[src/rtl/ssp_pkg.sv]
`timescale 1ns/1ps
package ssp_pkg;
  typedef enum logic [2:0] {
    OP_NOP    = 3'd0,
    OP_VIOL   = 3'd1,
    OP_FETCH  = 3'd2,
    OP_ISSUE  = 3'd3,
    OP_SQUASH = 3'd4,
    OP_CLEAR  = 3'd5
  } op_e;

  localparam int unsigned PC_DROP = 2;

  // Slot/set selection: drop the byte offset, keep log2(depth) bits.
  function automatic logic [63:0] slot_of(input logic [63:0] pc, input int unsigned depth);
    return (pc >> PC_DROP) & (64'(depth) - 64'd1);
  endfunction

  // Merge direction: the store moves only when the load's set is strictly bigger.
  function automatic logic load_set_wins(input logic [31:0] ld_cnt, input logic [31:0] st_cnt);
    return ld_cnt > st_cnt;
  endfunction
endpackage

[src/rtl/ssp_id_table.sv]
`timescale 1ns/1ps
module ssp_id_table #(
  parameter int DEPTH = 64,
  parameter int IX_W  = 6,
  parameter int ID_W  = 4
) (
  input  logic            clk,
  input  logic            rst_n,
  input  logic            clr,
  input  logic [IX_W-1:0] rd_st_ix,
  input  logic [IX_W-1:0] rd_ld_ix,
  input  logic [IX_W-1:0] rd_lk_ix,
  output logic            st_hit,
  output logic [ID_W-1:0] st_id,
  output logic            ld_hit,
  output logic [ID_W-1:0] ld_id,
  output logic            lk_hit,
  output logic [ID_W-1:0] lk_id,
  input  logic            wr_st_en,
  input  logic [ID_W-1:0] wr_st_id,
  input  logic            wr_ld_en,
  input  logic [ID_W-1:0] wr_ld_id
);
  logic [DEPTH-1:0] vld_q;
  logic [ID_W-1:0]  id_q [DEPTH];

  for (genvar g = 0; g < DEPTH; g++) begin : g_slot
    logic hit_st, hit_ld;
    assign hit_st = wr_st_en && (rd_st_ix == IX_W'(g));
    assign hit_ld = wr_ld_en && (rd_ld_ix == IX_W'(g));
    always_ff @(posedge clk or negedge rst_n) begin
      if (!rst_n) begin
        vld_q[g] <= 1'b0;
        id_q[g]  <= '0;
      end else if (clr) begin
        vld_q[g] <= 1'b0;
      end else if (hit_st) begin
        vld_q[g] <= 1'b1;
        id_q[g]  <= wr_st_id;
      end else if (hit_ld) begin
        vld_q[g] <= 1'b1;
        id_q[g]  <= wr_ld_id;
      end
    end
  end

  assign st_hit = vld_q[rd_st_ix];
  assign st_id  = id_q[rd_st_ix];
  assign ld_hit = vld_q[rd_ld_ix];
  assign ld_id  = id_q[rd_ld_ix];
  assign lk_hit = vld_q[rd_lk_ix];
  assign lk_id  = id_q[rd_lk_ix];
endmodule

[src/rtl/ssp_last_store.sv]
`timescale 1ns/1ps
module ssp_last_store #(
  parameter int DEPTH = 16,
  parameter int ID_W  = 4,
  parameter int SEQ_W = 16
) (
  input  logic             clk,
  input  logic             rst_n,
  input  logic             clr,
  input  logic             wr_en,
  input  logic [ID_W-1:0]  wr_id,
  input  logic [SEQ_W-1:0] wr_seq,
  input  logic             iss_en,
  input  logic [ID_W-1:0]  iss_id,
  input  logic [SEQ_W-1:0] iss_seq,
  input  logic             sq_en,
  input  logic [SEQ_W-1:0] sq_seq,
  input  logic [ID_W-1:0]  rd_id,
  output logic             rd_valid,
  output logic [SEQ_W-1:0] rd_seq,
  output logic [DEPTH-1:0] valid_vec
);
  logic [SEQ_W-1:0] seq_q [DEPTH];

  for (genvar g = 0; g < DEPTH; g++) begin : g_set
    logic do_wr, do_iss, do_sq;
    assign do_wr  = wr_en && (wr_id == ID_W'(g));
    assign do_iss = iss_en && (iss_id == ID_W'(g)) && valid_vec[g] && (seq_q[g] == iss_seq);
    assign do_sq  = sq_en && valid_vec[g] && (seq_q[g] < sq_seq);
    always_ff @(posedge clk or negedge rst_n) begin
      if (!rst_n) begin
        valid_vec[g] <= 1'b0;
        seq_q[g]     <= '0;
      end else if (clr || do_iss || do_sq) begin
        valid_vec[g] <= 1'b0;
      end else if (do_wr) begin
        valid_vec[g] <= 1'b1;
        seq_q[g]     <= wr_seq;
      end
    end
  end

  assign rd_valid = valid_vec[rd_id];
  assign rd_seq   = seq_q[rd_id];
endmodule

[src/rtl/ssp_set_size.sv]
`timescale 1ns/1ps
module ssp_set_size #(
  parameter int DEPTH = 16,
  parameter int ID_W  = 4,
  parameter int CNT_W = 6
) (
  input  logic             clk,
  input  logic             rst_n,
  input  logic             inc_en,
  input  logic [ID_W-1:0]  inc_id,
  input  logic             dec_en,
  input  logic [ID_W-1:0]  dec_id,
  input  logic [ID_W-1:0]  rd_a_id,
  input  logic [ID_W-1:0]  rd_b_id,
  output logic [CNT_W-1:0] cnt_a,
  output logic [CNT_W-1:0] cnt_b
);
  localparam logic [CNT_W-1:0] CNT_MAX = '1;
  logic [CNT_W-1:0] cnt_q [DEPTH];

  for (genvar g = 0; g < DEPTH; g++) begin : g_ctr
    logic up, dn;
    assign up = inc_en && (inc_id == ID_W'(g));
    assign dn = dec_en && (dec_id == ID_W'(g));
    always_ff @(posedge clk or negedge rst_n) begin
      if (!rst_n) begin
        cnt_q[g] <= '0;
      end else if (up && !dn && cnt_q[g] != CNT_MAX) begin
        cnt_q[g] <= cnt_q[g] + 1'b1;
      end else if (dn && !up && cnt_q[g] != '0) begin
        cnt_q[g] <= cnt_q[g] - 1'b1;
      end
    end
  end

  assign cnt_a = cnt_q[rd_a_id];
  assign cnt_b = cnt_q[rd_b_id];
endmodule

[src/rtl/store_set_predictor.sv]
`timescale 1ns/1ps
module store_set_predictor #(
  parameter int PC_W       = 32,
  parameter int SEQ_W      = 16,
  parameter int SSIT_DEPTH = 64,
  parameter int LFST_DEPTH = 16,
  parameter int CNT_W      = 6
) (
  input  logic             clk,
  input  logic             rst_n,
  input  logic [2:0]       req_op,
  input  logic [PC_W-1:0]  req_pc,
  input  logic [PC_W-1:0]  req_load_pc,
  input  logic [SEQ_W-1:0] req_seq,
  input  logic             req_is_store,
  input  logic [PC_W-1:0]  lk_pc,
  output logic [SEQ_W-1:0] lk_seq
);
  import ssp_pkg::*;
  localparam int IX_W = $clog2(SSIT_DEPTH);
  localparam int ID_W = $clog2(LFST_DEPTH);

  op_e op;
  assign op = op_e'(req_op);

  logic [IX_W-1:0] st_ix, ld_ix, lk_ix;
  logic [ID_W-1:0] new_id;
  assign st_ix  = IX_W'(slot_of(64'(req_pc), SSIT_DEPTH));
  assign ld_ix  = IX_W'(slot_of(64'(req_load_pc), SSIT_DEPTH));
  assign lk_ix  = IX_W'(slot_of(64'(lk_pc), SSIT_DEPTH));
  assign new_id = ID_W'(slot_of(64'(req_load_pc), LFST_DEPTH));

  logic            st_hit, ld_hit, lk_hit;
  logic [ID_W-1:0] st_ssid, ld_ssid, lk_ssid;
  logic [CNT_W-1:0] cnt_st, cnt_ld;

  // Named violation events (one-hot by construction of the case split).
  logic is_viol, both_hit;
  logic ev_new_set, ev_store_joins, ev_load_joins, ev_store_moves, ev_load_moves;
  assign is_viol        = (op == OP_VIOL);
  assign both_hit       = is_viol && st_hit && ld_hit;
  assign ev_new_set     = is_viol && !st_hit && !ld_hit;
  assign ev_store_joins = is_viol && ld_hit && !st_hit;
  assign ev_load_joins  = is_viol && st_hit && !ld_hit;
  assign ev_store_moves = both_hit && load_set_wins(32'(cnt_ld), 32'(cnt_st));
  assign ev_load_moves  = both_hit && !load_set_wins(32'(cnt_ld), 32'(cnt_st));

  logic            wr_st_en, wr_ld_en, inc_en, dec_en;
  logic [ID_W-1:0] wr_st_id, wr_ld_id, inc_id, dec_id;
  assign wr_st_en = ev_new_set || ev_store_joins || ev_store_moves;
  assign wr_st_id = ev_new_set ? new_id : ld_ssid;
  assign wr_ld_en = ev_new_set || ev_load_joins || ev_load_moves;
  assign wr_ld_id = ev_new_set ? new_id : st_ssid;
  assign inc_en   = ev_new_set || ev_store_joins || ev_store_moves || ev_load_moves;
  assign inc_id   = ev_new_set ? new_id : (ev_load_moves ? st_ssid : ld_ssid);
  assign dec_en   = ev_store_moves || ev_load_moves;
  assign dec_id   = ev_store_moves ? st_ssid : ld_ssid;

  logic tbl_clr, lf_wr, lf_iss, lf_sq;
  assign tbl_clr = (op == OP_CLEAR);
  assign lf_wr   = (op == OP_FETCH) && st_hit;
  assign lf_iss  = (op == OP_ISSUE) && req_is_store && st_hit;
  assign lf_sq   = (op == OP_SQUASH);

  logic                  lf_rd_valid;
  logic [SEQ_W-1:0]      lf_rd_seq;
  logic [LFST_DEPTH-1:0] lf_valid_vec;

  ssp_id_table #(.DEPTH(SSIT_DEPTH), .IX_W(IX_W), .ID_W(ID_W)) u_ids (
    .clk(clk), .rst_n(rst_n), .clr(tbl_clr),
    .rd_st_ix(st_ix), .rd_ld_ix(ld_ix), .rd_lk_ix(lk_ix),
    .st_hit(st_hit), .st_id(st_ssid), .ld_hit(ld_hit), .ld_id(ld_ssid),
    .lk_hit(lk_hit), .lk_id(lk_ssid),
    .wr_st_en(wr_st_en), .wr_st_id(wr_st_id), .wr_ld_en(wr_ld_en), .wr_ld_id(wr_ld_id)
  );

  ssp_last_store #(.DEPTH(LFST_DEPTH), .ID_W(ID_W), .SEQ_W(SEQ_W)) u_last (
    .clk(clk), .rst_n(rst_n), .clr(tbl_clr),
    .wr_en(lf_wr), .wr_id(st_ssid), .wr_seq(req_seq),
    .iss_en(lf_iss), .iss_id(st_ssid), .iss_seq(req_seq),
    .sq_en(lf_sq), .sq_seq(req_seq),
    .rd_id(lk_ssid), .rd_valid(lf_rd_valid), .rd_seq(lf_rd_seq),
    .valid_vec(lf_valid_vec)
  );

  ssp_set_size #(.DEPTH(LFST_DEPTH), .ID_W(ID_W), .CNT_W(CNT_W)) u_size (
    .clk(clk), .rst_n(rst_n),
    .inc_en(inc_en), .inc_id(inc_id), .dec_en(dec_en), .dec_id(dec_id),
    .rd_a_id(st_ssid), .rd_b_id(ld_ssid), .cnt_a(cnt_st), .cnt_b(cnt_ld)
  );

  assign lk_seq = (lk_hit && lf_rd_valid) ? lf_rd_seq : '0;
endmodule

[config.mk]
export PLATFORM = sky130hd
export DESIGN_NAME = store_set_predictor
export DESIGN_NICKNAME = d
export VERILOG_FILES = /design/src/rtl/ssp_pkg.sv /design/src/rtl/ssp_id_table.sv /design/src/rtl/ssp_last_store.sv /design/src/rtl/ssp_set_size.sv /design/src/rtl/store_set_predictor.sv
export SDC_FILE = /design/constraint.sdc
export NUM_CORES = 2
export LEC_CHECK = 0
export ABC_CLOCK_PERIOD_IN_PS = 7890
export BUFFER_PORTS_ARGS = -buffer_cell sky130_fd_sc_hd__buf_2
export CORE_ASPECT_RATIO = 2
export CORE_MARGIN = 2
export CORE_UTILIZATION = 53
export CTS_CLUSTER_DIAMETER = 80
export DETAILED_ROUTE_END_ITERATION = 10
export PLACE_DENSITY = 0.74
export SYNTH_ARGS = -nofsm -noshare
export SYNTH_HDL_FRONTEND = slang
export SYNTH_SLANG_ARGS = --single-unit
[constraint.sdc]
create_clock -name clk -period 7.89 [get_ports clk]
set_clock_uncertainty 0.1 [all_clocks]
set_input_delay 0.789 -clock clk [delete_from_list [all_inputs] [get_ports clk]]
set_output_delay 0.789 -clock clk [all_outputs]
set_load 0.005 [all_outputs]
Word level (Yosys, flattened, before mapping)
Cells that the tools add are included.
{"block": "word_totals", "reg_bits": 688, "latchBits": 0, "mem_bits_rw": 0, "rom_bits": 0, "input_bits": 118, "out_inout_bits": 16, "memories": 0}
{"block": "op_classes", "addsub": 32, "n_mul": 0, "div_mod_pow": 0, "order_cmp": 27, "n_eq_ne": 208, "n_shift": 0, "mux": 416, "n_bitwise": 23, "reduce_logical": 667}
{"operator": "4-bit 2-to-1 mux", "count": 139}
{"operator": "6-bit equality test, second input constant", "count": 64}
{"operator": "1-bit logical AND", "count": 333}
{"operator": "16-bit equality test", "count": 16}
{"operator": "16-bit < comparator", "count": 16}
{"operator": "1-bit 2-to-1 mux", "count": 228}
{"operator": "6-bit 2-to-1 mux", "count": 36}
{"operator": "6-bit by 5-bit equality test with 1-bit output, second input constant", "count": 32}
{"operator": "2-bit nonzero test", "count": 96}
{"operator": "3-bit nonzero test", "count": 64}
{"operator": "2-bit AND reduction", "count": 80}
{"operator": "6-bit by 1-bit adder with 6-bit output, second input constant", "count": 16}
{"operator": "4-bit equality test, second input constant", "count": 24}
{"operator": "6-bit by 4-bit equality test with 1-bit output, second input constant", "count": 16}
{"operator": "6-bit inequality test, second input constant", "count": 16}
{"operator": "6-bit nonzero test", "count": 16}
{"operator": "6-bit by 1-bit subtractor with 6-bit output, second input constant", "count": 16}
{"operator": "4-bit binary-select mux with 6-bit select", "count": 3}
{"operator": "16-bit binary-select mux with 4-bit select", "count": 1}
{"operator": "6-bit binary-select mux with 4-bit select", "count": 2}
{"operator": "4-bit by 3-bit equality test with 1-bit output, second input constant", "count": 12}
{"operator": "6-bit by 3-bit equality test with 1-bit output, second input constant", "count": 8}
{"operator": "16-bit 2-to-1 mux", "count": 3}
{"operator": "1-bit logical OR", "count": 38}
{"operator": "20 further kinds", "count": 98}

Logic depth before layout (Yosys ltp)
{"block": "depth", "ltp_word": 20, "mapped_depth": 38}

By module
From an unflattened synthesis, not the netlist that was laid out.
{"block": "hier_totals", "hier_cells": 4413, "area_unflattened_um2": 53984.3}
{"mod": "ssp_id_table", "instances": 1, "cells_per_inst": 1795, "area_per_inst_um2": 23601.4, "seq_area_each_um2": 8007.7}
{"mod": "ssp_last_store", "instances": 1, "cells_per_inst": 1791, "area_per_inst_um2": 21274.2, "seq_area_each_um2": 6806.5}
{"mod": "ssp_set_size", "instances": 1, "cells_per_inst": 737, "area_per_inst_um2": 8538.2, "seq_area_each_um2": 2402.3}
{"mod": "store_set_predictor", "instances": 1, "cells_per_inst": 90, "area_per_inst_um2": 570.5, "seq_area_each_um2": 0.0}

Worst setup path before layout
OpenSTA, ideal clock, no wires.
{"block": "synth_timing", "path_kind": "input to register", "start": "input port req_pc[3]", "end": "register u_size.cnt_q[35] (netlist bit)", "arrival_time_ns": 8.191, "slack_ns": -0.480, "cell_stages": 34, "path_buffers": 7, "cell_sequence": "buf_2 buf_1 buf_1 mux4_2 nand3_1 a311oi_1 nor4_2 clkbuf_1 buf_1 clkbuf_1 mux2i_1 nand2_1 o211ai_1 a21oi_1 nor2_1 ha_1 nor2b_1 o21a_1 o21ai_0 a21o_1 o21ai_1 nor3_2 a221oi_1 nand2b_1 clkbuf_1 nand4b_1 ha_1 a21o_1 a21oi_1 o21bai_1 a21oi_1 or3b_2 o22ai_1 xor2_1"}
{"block": "synth_between", "elab_chain_len": 19, "word_cells_on_any_way": 39, "classes_between": "order compare: 1; eq/ne: 2; mux: 12; bitwise: 2; reduce/logical: 22"}
{"element": "start: declaration", "line_no": "store_set_predictor.sv:12", "text": "input logic [PC_W-1:0] req_pc,"}
{"element": "6-bit inverter with 7-bit output (not written as such)", "line_no": "ssp_id_table.sv:48", "text": "assign st_id = id_q[rd_st_ix];"}
{"element": "4-bit binary-select mux with 6-bit select", "line_no": "ssp_id_table.sv:48"}
{"element": "4-bit 2-to-1 mux (not written as such) (2 in series)", "line_no": "ssp_id_table.sv:48"}
{"element": "4-bit inverter with 5-bit output (not written as such)", "line_no": "ssp_set_size.sv:36", "text": "assign cnt_a = cnt_q[rd_a_id];"}
{"element": "6-bit binary-select mux with 4-bit select", "line_no": "ssp_set_size.sv:36"}
{"element": "6-bit 2-to-1 mux (not written as such) (2 in series)", "line_no": "ssp_set_size.sv:36"}
{"element": "6-bit greater-than comparator", "line_no": "ssp_pkg.sv:21", "text": "return ld_cnt > st_cnt;"}
{"element": "1-bit logical NOT", "line_no": "store_set_predictor.sv:46", "text": "assign ev_load_moves = both_hit && !load_set_wins(32'(cnt_ld), 32'(cnt_st));"}
{"element": "1-bit logical AND", "line_no": "store_set_predictor.sv:46"}
{"element": "4-bit 2-to-1 mux (2 in series)", "line_no": "store_set_predictor.sv:55", "text": "assign inc_id = ev_new_set ? new_id : (ev_load_moves ? st_ssid : ld_ssid);"}
{"element": "4-bit equality test", "line_no": "ssp_set_size.sv:23", "text": "assign up = inc_en && (inc_id == ID_W'(g));"}
{"element": "1-bit logical AND", "line_no": "ssp_set_size.sv:23"}
{"element": "1-bit logical NOT", "line_no": "ssp_set_size.sv:30", "text": "end else if (dn && !up && cnt_q[g] != '0) begin"}
{"element": "1-bit logical AND (2 in series)", "line_no": "ssp_set_size.sv:30"}
{"element": "2-bit nonzero test (no source line)"}
{"element": "end signal: indexed assignment", "line_no": "ssp_set_size.sv:29", "text": "cnt_q[g] <= cnt_q[g] + 1'b1;"}
{"element": "end signal: indexed assignment", "line_no": "ssp_set_size.sv:31", "text": "cnt_q[g] <= cnt_q[g] - 1'b1;"}
{"element": "end: declaration", "line_no": "ssp_set_size.sv:19", "text": "logic [CNT_W-1:0] cnt_q [DEPTH];"}
Several ways; a longest one is shown, not always the timed one. The select of a mux whose other input is x is not followed.
A chain may end at the register's enable or synchronous reset.

Final worst setup path
{"block": "layout_timing", "start": "input port req_pc[2]", "end": "register u_size.cnt_q[17] (netlist bit)"}
The elaborated chain is that of the path after synthesis.

==> results.tsv <==
metric	value	unit
status	finished clean	
fraction of the cycle the final worst path needs	96.3	%
switching share of power	32.8	%
post-synthesis cell count	4592	
Reg2Reg Depth	31	
most common cell in the netlist	dfrtp_1	
final critical-path required period	7.59	ns
Final Cell Area	0.0565	sq mm
IO Port Bufs	55	
nets in the synthesized netlist	5052	
Detail Placement HPWL	123	mm
startpoint types	input port	
Core ar.	0.0935	sq mm
Post-Route WL	170	mm
CTS tree	built	
Syn Area/Cell	10.8	sq um
CP Capture Type	register	
crit path DAT	8.08	ns
synth unique cells	80	
vias per std cell	6.88	
Post-CTS Hold Fix Bufs	0	
Total GRT Usage	35.3	%
setup tns final	0	ns
most common flop cell mapped by yosys	dfrtp_1	
die area	0.0965	sq mm
post-DR wirelength/cell	27.8	um
worst slew pin tran	1.37	ns
Cell Area, Synth	0.0497	sq mm
vias in the first global route	42000	
Max Cap Viol	0	
Comb pwr share	27.1	%
width of the die	221	um
fraction of layout cells with a size suffix above 1	24.0	%
Setup crit start	req_pc[2]	
async set-reset flop share out of synthesis	100	%
total CTS buffers	71	
initial DRC count	4589	
HP Class	in -> async	
row cnt	159	
r2r startpoint	u_ids.id_q[85]	
top post-synthesis cells by area	dfrtp_1 (35%), mux4_2 (14%), mux2i_1 (10%), ha_1 (8.2%), mux2_2 (5.1%)	
Via Count	42000	
CTS root buf	clkbuf_16	
gpl congestion	1.06	
power per standard cell area	196	mW/mm^2
post-synth top area share	34.6	%
top cell type by total area after synthesis	dfrtp_1	
Synth-to-Final Area Change	13.5	%
flop2flop setup slack	0.38	ns
slowest stage cell, crit path	mux4_2	
number of enable flip-flop cells after synthesis	0	
Max Fclk	0.132	GHz
Final Hold Violating Endpoints	0	
initial antenna violation count	15	
Ports	134	
clock-pin transition on the worst setup and hold timing paths	0.07	ns
LEAKAGE	27.6	nW
crit-path max cell delay	0.57	ns
Pint	7.43	mW
RR Endpoint	u_size.cnt_q[17]	
Worst IR Drop VDD	0.000213	V
most used cell along the critical path	buf_4	
PnR Total Power	11.1	mW
Slew HR	8.54	%
Die Ht	437	um
clock share of power	34.3	%
sequential cell fraction of total power	38.6	%
drt first pass iters	6	
max-slew violations	0	
setup ws final	0.295	ns
first-pass GRT wire length	259	mm
critical path class	in -> reg	
# clock sinks	688	
Clock Tree Buf Depth	3	
Worst-Skew Late Latency	0.68	ns
residual DRC count	0	
largest net degree at the start of global routing	177	
# setup viols final	0	
post-synthesis sequential area ratio	34.6	%
Sw Pwr	3.64	mW
Routed Antenna Nets	0	
synth warn	0	
Post-DP Area	0.0538	sq mm
initial core utilization	53.2	%
number of synthesized register bits	688	
H-tree depth	3	
total congestion overflow	0	
Commonest cells post-synth	dfrtp_1 (688), nand2_1 (533), mux2i_1 (502)	
final core utilization	60.4	%
pre-CTS WS	-0.443	ns
required time worst endpoint	8.37	ns
worst-path maximum fanout	26	
nets	5292	
==> metrics by stage <==
step | hold slack, ns | instances
after CTS | 0.126 | 6095
after detailed placement | 0.399 | 5964
after floorplan | 0.370 | 4592
after global routing | 0.159 | 6097
final | 0.0941 | 6105
after global placement | 0.386 | 5964
==> layout by cell type (no fill, tap or decap), types with 48 or more instances in the layout <==
cell type and instances:
dfrtp_1 688, nand2_1 533, mux2i_1 499, buf_4 366
ha_1 326, mux4_2 310, o21ai_0 308, mux2_2 227
nor2_1 184, a21oi_1 176, nand3_1 120, o211ai_1 96
a21o_1 75, clkbuf_16 71, inv_1 65, nor2b_1 58
nand4_1 53, nand2b_1 51, buf_2 49, xnor2_1 48
==> worst max path at each step <==
stage	end	depth (start not counted)
2_1_floorplan	u_size.cnt_q[35]	33
3_3_place_gp	u_size.cnt_q[17]	34
3_5_place_dp	u_size.cnt_q[17]	34
4_1_cts	u_size.cnt_q[17]	34
5_1_grt	u_size.cnt_q[17]	31
6_report	u_size.cnt_q[17]	31
==> worst max-delay path: cells and delay by family <==
| family | cells | cell delay (ns) |
|---|---|---|
| xor gates and xnor gates | 1 | 0.17 |
| AOI/OAI and AO/OA | 13 | 2.77 |
| and+or+nand+nor | 5 | 1.10 |
| adders and majority gates | 2 | 0.57 |
| muxes | 3 | 1.21 |
| buffers and inverters | 7 | 1.40 |
==> layout make-up <==
class | instances | area, sq um
Clock inverter | 39 | 578
Multi-Input combinational cell | 3556 | 31300
Sequential cell | 688 | 17200
Inverter | 71 | 267
Clock buffer | 92 | 1990
Antenna cell | 8 | 20.0
Tap cell | 1207 | 1510
Timing Repair Buffer | 444 | 3550
Fill cell | 7485 | 37100
==> power groups by stage <==
stage | sequential (mW) | combinational (mW) | clock (mW)
after floorplan | 4.13 | 1.92 | 0
after global placement | 4.29 | 2.84 | 0
after detailed placement | 4.31 | 2.93 | 0
after CTS | 4.25 | 2.96 | 3.82
after global routing | 4.30 | 3.26 | 3.95
final | 4.27 | 3.00 | 3.79
==> timing repair <==
action / in CTS / in global routing
setup buffers: 0 / 2
gates resized for setup: 0 / 12
setup endpoints to repair: 0 / 28
==> per-layer routing <==
layer | share of wire, % | up-vias | global-route usage [%]
li1 | - | 17900 | -
met1 | 37 | 21000 | 44.4
met2 | 46 | 2348 | 55.3
met3 | 9.8 | 685 | 8.97
met4 | 6.8 | 20 | 19.6
met5 | 0.12 | - | 0.573
==> state kept, by name, indices dropped and copies added (netlist names) <==
name / count
u_ids.id_q: 256
u_size.cnt_q: 96
u_ids.vld_q: 64
u_last.seq_q: 256
u_last.valid_vec: 16
==> kinds of logic after synthesis <==
| logic type | count (synthesis) | share of synthesized area [%] |
|---|---|---|
| AOI/OAI and AO/OA | 899 | 11.4 |
| xor gates and xnor gates | 71 | 1.25 |
| adders and majority gates | 342 | 8.84 |
| buffers and inverters | 348 | 2.93 |
| DFF | 688 | 34.6 |
| muxes | 1059 | 29.8 |
| and+or+nand+nor | 1185 | 11.1 |
(Power assumes the default switching activity.)
